<file path="config.mk">
export PLATFORM = sky130hd
export DESIGN_NAME = tree_cmp
export DESIGN_NICKNAME = d
export VERILOG_FILES = /design/src/rtl/tree_cmp_pkg.sv /design/src/rtl/cmp2_cell.sv /design/src/rtl/cmp_out_stage.sv /design/src/rtl/tree_cmp.sv
export SDC_FILE = /design/constraint.sdc
export NUM_CORES = 1
export LEC_CHECK = 0
export CORE_AREA = 8 8 55 57
export DETAILED_ROUTE_END_ITERATION = 7
export DIE_AREA = 0 0 63 65
export PLACE_DENSITY = 0.42
export RECOVER_POWER = 25
export SLEW_MARGIN = 20
export SYNTH_ARGS = -nofsm -noshare
export SYNTH_HDL_FRONTEND = slang
export SYNTH_HIERARCHICAL = 1
export SYNTH_SLANG_ARGS = --single-unit
export TNS_END_PERCENT = 50
</file>
<file path="constraint.sdc">
create_clock -name vclk -period 7
set_input_delay 1.4 -clock vclk [all_inputs]
set_output_delay 1.4 -clock vclk [all_outputs]
set_load 0.1 [all_outputs]
</file>
<file path="src/rtl/tree_cmp_pkg.sv">
package tree_cmp_pkg;

    // Flag pair passed from a compare cell up to its parent
    typedef struct packed {
        logic gt;
        logic lt;
    } cmp_flags_t;

endpackage

</file>
<file path="src/rtl/cmp2_cell.sv">
// Two-bit magnitude compare cell, used at the leaves and at every merge level
module cmp2_cell (
    input  logic [1:0] x_i,
    input  logic [1:0] y_i,
    output logic       gt_o,
    output logic       lt_o
);
    logic hi_same;

    always_comb begin
        hi_same = ~(x_i[1] ^ y_i[1]);
        // The two product terms can never both be 1, so XOR merges them like OR
        gt_o = (x_i[1] & ~y_i[1]) ^ (hi_same & x_i[0] & ~y_i[0]);
        lt_o = (~x_i[1] & y_i[1]) ^ (hi_same & ~x_i[0] & y_i[0]);
    end

    always_comb begin
        assert_cell_exclusive_R5: assert (!(gt_o && lt_o))
            else $error("cell raised both flags");
    end

endmodule

</file>
<file path="src/rtl/cmp_out_stage.sv">
// Turns the root flag pair into three one-hot outputs
module cmp_out_stage
    import tree_cmp_pkg::*;
(
    input  cmp_flags_t root_i,
    output logic       lt_o,
    output logic       gt_o,
    output logic       eq_o
);
    always_comb begin
        lt_o = root_i.lt;
        gt_o = root_i.gt;
        eq_o = ~(root_i.gt | root_i.lt);
    end

    always_comb begin
        assert_onehot_out_R4: assert ($onehot({lt_o, gt_o, eq_o}))
            else $error("outputs not one-hot");
    end

endmodule

</file>
<file path="src/rtl/tree_cmp.sv">
module tree_cmp
    import tree_cmp_pkg::*;
#(
    parameter int N = 8
) (
    input  logic [N-1:0] a_i,
    input  logic [N-1:0] b_i,
    output logic         lt_o,
    output logic         gt_o,
    output logic         eq_o
);
    // Heap numbering: node 1 is the root, node n has children 2n (upper) and 2n+1 (lower)
    localparam int LEAF_BASE = N / 2;

    logic [N-1:1] node_gt;
    logic [N-1:1] node_lt;
    cmp_flags_t   root_flags;

    if (N < 2 || (N & (N - 1)) != 0) begin : g_bad_width
        $error("tree_cmp: N must be a power of two of at least 2 (R7)");
    end

    for (genvar n = 1; n < N; n++) begin : g_node
        if (n >= LEAF_BASE) begin : g_leaf
            localparam int SLICE = N - 1 - n;
            cmp2_cell u_cell (
                .x_i  (a_i[2*SLICE+1 -: 2]),
                .y_i  (b_i[2*SLICE+1 -: 2]),
                .gt_o (node_gt[n]),
                .lt_o (node_lt[n])
            );
        end else begin : g_merge
            cmp2_cell u_cell (
                .x_i  ({node_gt[2*n], node_gt[2*n+1]}),
                .y_i  ({node_lt[2*n], node_lt[2*n+1]}),
                .gt_o (node_gt[n]),
                .lt_o (node_lt[n])
            );
        end
    end

    always_comb begin
        root_flags.gt = node_gt[1];
        root_flags.lt = node_lt[1];
    end

    cmp_out_stage u_out (
        .root_i (root_flags),
        .lt_o   (lt_o),
        .gt_o   (gt_o),
        .eq_o   (eq_o)
    );

    always_comb begin
        assert_gt_match_R1: assert (gt_o == (a_i > b_i))
            else $error("gt disagrees with operands");
        assert_lt_match_R2: assert (lt_o == (a_i < b_i))
            else $error("lt disagrees with operands");
        assert_eq_match_R3: assert (eq_o == (a_i == b_i))
            else $error("eq disagrees with operands");
    end

endmodule

</file>
==> flow_metrics.tcl, run 1 <==
set metrics [dict create \
    final_common_cell "clkdlybuf4s50_1" \
    dieArea_um2 4100 \
    dpl.hpwl_um 791 \
    critPathKind "primary input to output port" \
    worstSetupStartpointType "primary input" \
    synth.yosys.seq_area_share_pct 0 \
    status "finished clean" \
    worst_hold_startpoint "b_i[0]" \
    drt-pass1-iter-count 4 \
    worstPathCellList "clkdlybuf4s50_1 -> inv_1 -> ha_1 -> nand3b_1 -> xnor2_1 -> inv_1 -> ha_1 -> nand3b_1 -> xnor2_1 -> inv_1 -> ha_1 -> nand3b_1 -> xnor2_1 -> clkbuf_1" \
    regArea_um2 0 \
    rsz0062_at_grt "false" \
    cts_setup_buffers 0 \
    io_pins 19 \
    grt_usage_pct 3.50 \
    drive_above_1_share_pct 2.63 \
    grt_pass1_vias 349 \
    relSlewSlack_pct 22.7 \
    drtAntennaViolNets 0 \
    antenna_found_initial 0 \
    synth_area_um2 474 \
    die_h_um 65 \
    filler_cell_count 233 \
    n_antenna_cell 0 \
    core_region_area_um2 2150 \
    crit_required_ns 5.60 \
    p_total_w 0.000121 \
    holdPathEnd "lt_o" \
    p_leak_nw 0.299 \
    portBuffers 19 \
    n_sequential_cell 0 \
    fmax_mhz 164 \
    avgViaCountPerCell 3.70 \
    hold_viol_final 0 \
    avgSynthCellArea_um2 8.04 \
    hold_buffers 0 \
    maxCapViolations 0 \
    final_max_slew_viol_count 0 \
    netlist_instances 59 \
    holdPathStages 8 \
    yosys_warnings 6 \
    crit_buf_inv 5 \
    finalSetupViolations 0 \
    gp_congestion 0.628 \
    wl_um 771 \
    ir_drop_mv 0.214 \
    start_util_pct 22.1 \
    ys_types 6 \
    cp_max_fo 2 \
    hp-class "primary input to output port" \
    tightest_slew_ns 1.16 \
    layout_common_cells "16 x clkdlybuf4s50_1, 14 x inv_1, 14 x nand3b_1, 14 x xnor2_1, 14 x ha_1" \
    fp.dieW_um 63 \
    critical_path.max_stage_delay_ns 0.89 \
    rows 17 \
    clockBufferCount 0 \
    synth_fp_nets 89 \
    grt_pass1_wl_um 1300 \
    post_cts_resize_count 0 \
    grt_remaining_overflow 0 \
    finalCriticalPeriod_ns 6.08 \
    critPathCaptureType "output port" \
    wl_per_cell_um 7.41 \
    tns_ns 0 \
    fin_crit_sh_pct 86.9 \
    design.final.nets 108 \
    powerDensity_nw_per_um2 180 \
    cpLargestDelayFamily "buffers and inverters" \
    cp_slowest_cell "clkbuf_1" \
    area_growth_pct 42.0 \
    drtIter0Drc 1 \
    drc 0 \
    critPathArrivalTime_ns 4.68 \
    grt_max_degree 3 \
    vias 385 \
]
[logic make-up after synthesis]
kind of cell,share of synthesized area (%)
adders and majority gates,36.9
and+or+nand+nor,23.0
buffers and inverters,14.2
xor gates and xnor gates,25.9
[Yosys cell counts]
cell      instances  area share, %
nand3b_1         14             22
inv_1            14             11
ha_1             14             37
buf_4             2            3.2
nor2_1            1           0.79
xnor2_1          14             26
[worst min-delay path, stage by stage]
cell,delay [ns]
clkdlybuf4s50_1,0.42
nand3b_1,0.10
xnor2_1,0.07
nand3b_1,0.09
xnor2_1,0.07
nand3b_1,0.09
xnor2_1,0.08
buf_4,0.23
[metrics by stage]
stage          util [%]  setup slack (ns)  hold slack [ns]  cells  area [µm²]
3_5_place_dp       31.5              1.41             3.98    104         677
2_1_floorplan         -              1.19             3.48     59         474
6_report           31.3             0.919             3.97    104         673
5_1_grt            31.3             0.692             4.04    104         673
4_1_cts            31.5              1.40             3.99    104         677
3_3_place_gp       31.5              1.43             3.97    104         677
[layout make-up]
| cell class | count | area, µm² | area share [%] |
|---|---|---|---|
| multi-input combinational | 43 | 407 | 60.4 |
| inverter | 14 | 52.6 | 7.81 |
| timing repair buffer | 19 | 179 | 26.6 |
| tap | 28 | 35.0 | 5.20 |
[power by group]
part           internal [W]  switching (W)  total [W]
Clock                     0              0          0
Sequential                0              0          0
Combinational     0.0000358      0.0000854   0.000121
Total             0.0000358      0.0000854   0.000121
[metal layers]
metal | vias up | global-route usage (%) | wire [µm]
met4 | 0 | 0 | 0
met3 | 0 | 0.687 | 44
li1 | 216 | - | -
met5 | - | 0 | 0
met1 | 161 | 3.68 | 337
met2 | 8 | 7.30 | 390
[how the worst max path moves through the flow]
stage / startpoint / to / cells past startpoint
after floorplan: a_i[7] / eq_o / 13
after global placement: a_i[7] / eq_o / 15
after detailed placement: a_i[7] / eq_o / 15
after CTS: a_i[7] / eq_o / 15
after global routing: a_i[7] / gt_o / 14
final: a_i[7] / gt_o / 14
Power figures use the tool's default switching activity.
==> inputs of run 2 (changes only) <==
--- a/config.mk
+++ b/config.mk
@@ -8,7 +8,6 @@
 export CORE_AREA = 8 8 55 57
 export DETAILED_ROUTE_END_ITERATION = 7
 export DIE_AREA = 0 0 63 65
-export PLACE_DENSITY = 0.42
 export RECOVER_POWER = 25
 export SLEW_MARGIN = 20
 export SYNTH_ARGS = -nofsm -noshare
==> flow_metrics.tcl, run 2 (synthesis gave the netlist of run 1 again) <==
set metrics [dict create \
    met1_usage_pct 4.26 \
    grt_max_degree 3 \
    rows 17 \
    drtIter0Drc 1 \
    final_max_slew_viol_count 0 \
    finalNonFillerCells 104 \
    core_region_area_um2 2150 \
    start_util_pct 22.1 \
    drtAntennaViolNets 0 \
    tightest_slew_ns 1.16 \
    tns_ns 0 \
    finalCriticalPeriod_ns 6.08 \
    portBuffers 19 \
    relSlewSlack_pct 22.8 \
    worstPathCellList "clkdlybuf4s50_1 -> inv_1 -> ha_1 -> nand3b_1 -> xnor2_1 -> inv_1 -> ha_1 -> nand3b_1 -> xnor2_1 -> inv_1 -> ha_1 -> nand3b_1 -> xnor2_1 -> clkbuf_1" \
    die_h_um 65 \
    dpl.hpwl_um 791 \
    clockBufferCount 0 \
    grt_usage_pct 3.89 \
    final_common_cell "clkdlybuf4s50_1" \
    hold_buffers 0 \
    critPathCaptureType "output port" \
    avgViaCountPerCell 3.84 \
    critPathArrivalTime_ns 4.68 \
    grt-busiest-layer "met2" \
    p_leak_nw 0.299 \
    antenna_found_initial 0 \
    grtUsageMet2_pct 7.81 \
    fmax_mhz 164 \
    drc 0 \
    place_area_um2 677 \
    post_cts_resize_count 0 \
    fin_crit_sh_pct 86.9 \
    maxCapViolations 0 \
    finalSetupViolations 0 \
    grt_pass1_wl_um 1490 \
    regArea_um2 0 \
    dieArea_um2 4100 \
    ir_drop_mv 0.204 \
    rsz0062_at_grt "false" \
    fp.dieW_um 63 \
    critical_path.max_stage_delay_ns 0.89 \
    crit_required_ns 5.60 \
    n_antenna_cell 0 \
    met3_usage_pct 0.859 \
    hp-class "primary input to output port" \
    cp_max_fo 2 \
    status "finished clean" \
    grt_remaining_overflow 0 \
    worstSetupStartpointType "primary input" \
    critPathKind "primary input to output port" \
    p_total_w 0.000122 \
    drive_above_1_share_pct 2.63 \
    wl_um 786 \
    io_pins 19 \
    worst_hold_startpoint "a_i[0]" \
    powerDensity_nw_per_um2 181 \
    whs_ns 3.97 \
    drt-pass1-iter-count 2 \
    place_inst 104 \
    n_sequential_cell 0 \
    design.final.nets 108 \
    grt_pass1_vias 410 \
    hold_viol_final 0 \
    wl_per_cell_um 7.56 \
    cts_setup_buffers 0 \
    vias 399 \
    area_growth_pct 42.0 \
    holdPathEnd "gt_o" \
    holdPathStages 8 \
    cp_slowest_cell "clkbuf_1" \
    layout_common_cells "16 x clkdlybuf4s50_1, 14 x inv_1, 14 x nand3b_1, 14 x xnor2_1, 14 x ha_1" \
    finalInstanceArea_um2 673 \
    gp_congestion 0.628 \
]
[run 2: cell counts in the layout (fill, tap and decap cells not counted)]
No cell type changed its count.
[run 2: power breakdown]
group	internal [W]	switching, W	leakage, nW
Combinational	0.0000358	0.0000859	0.299
Sequential	0	0	0
Clock	0	0	0
[run 2: final cells by class]
class	instances	area, µm²
fill	232	1480
multi-input combinational	43	407
timing repair buffer	19	179
inverter	14	52.6
tap	28	35.0
[run 2: worst max path at each step]
stage	from	endpoint	cells past startpoint
after global placement	a_i[7]	eq_o	15
after CTS	a_i[7]	eq_o	15
after floorplan	a_i[7]	eq_o	13
after global routing	a_i[7]	lt_o	14
final	a_i[7]	lt_o	14
after detailed placement	a_i[7]	eq_o	15
[run 2: worst max-delay path, delay by kind of cell]
| family | cells | cell delay, ns |
|---|---|---|
| buffers and inverters | 5 | 1.56 |
| adder cells (fa/ha/maj) | 3 | 0.87 |
| XOR/XNOR | 3 | 0.59 |
| AND/OR/NAND/NOR | 3 | 0.27 |
[run 2: through the flow]
step / utilization, % / setup slack (ns)
floorplan: - / 1.19
global placement: 31.5 / 1.48
detailed placement: 31.5 / 1.41
CTS: 31.5 / 1.42
global route: 31.3 / 0.684
finish: 31.3 / 0.920
[run 2: per-layer routing]
layer	vias to the layer above	part of all wire (%)
met5	-	0
met3	0	6.5
met2	10	50
li1	219	-
met1	170	44
met4	0	0
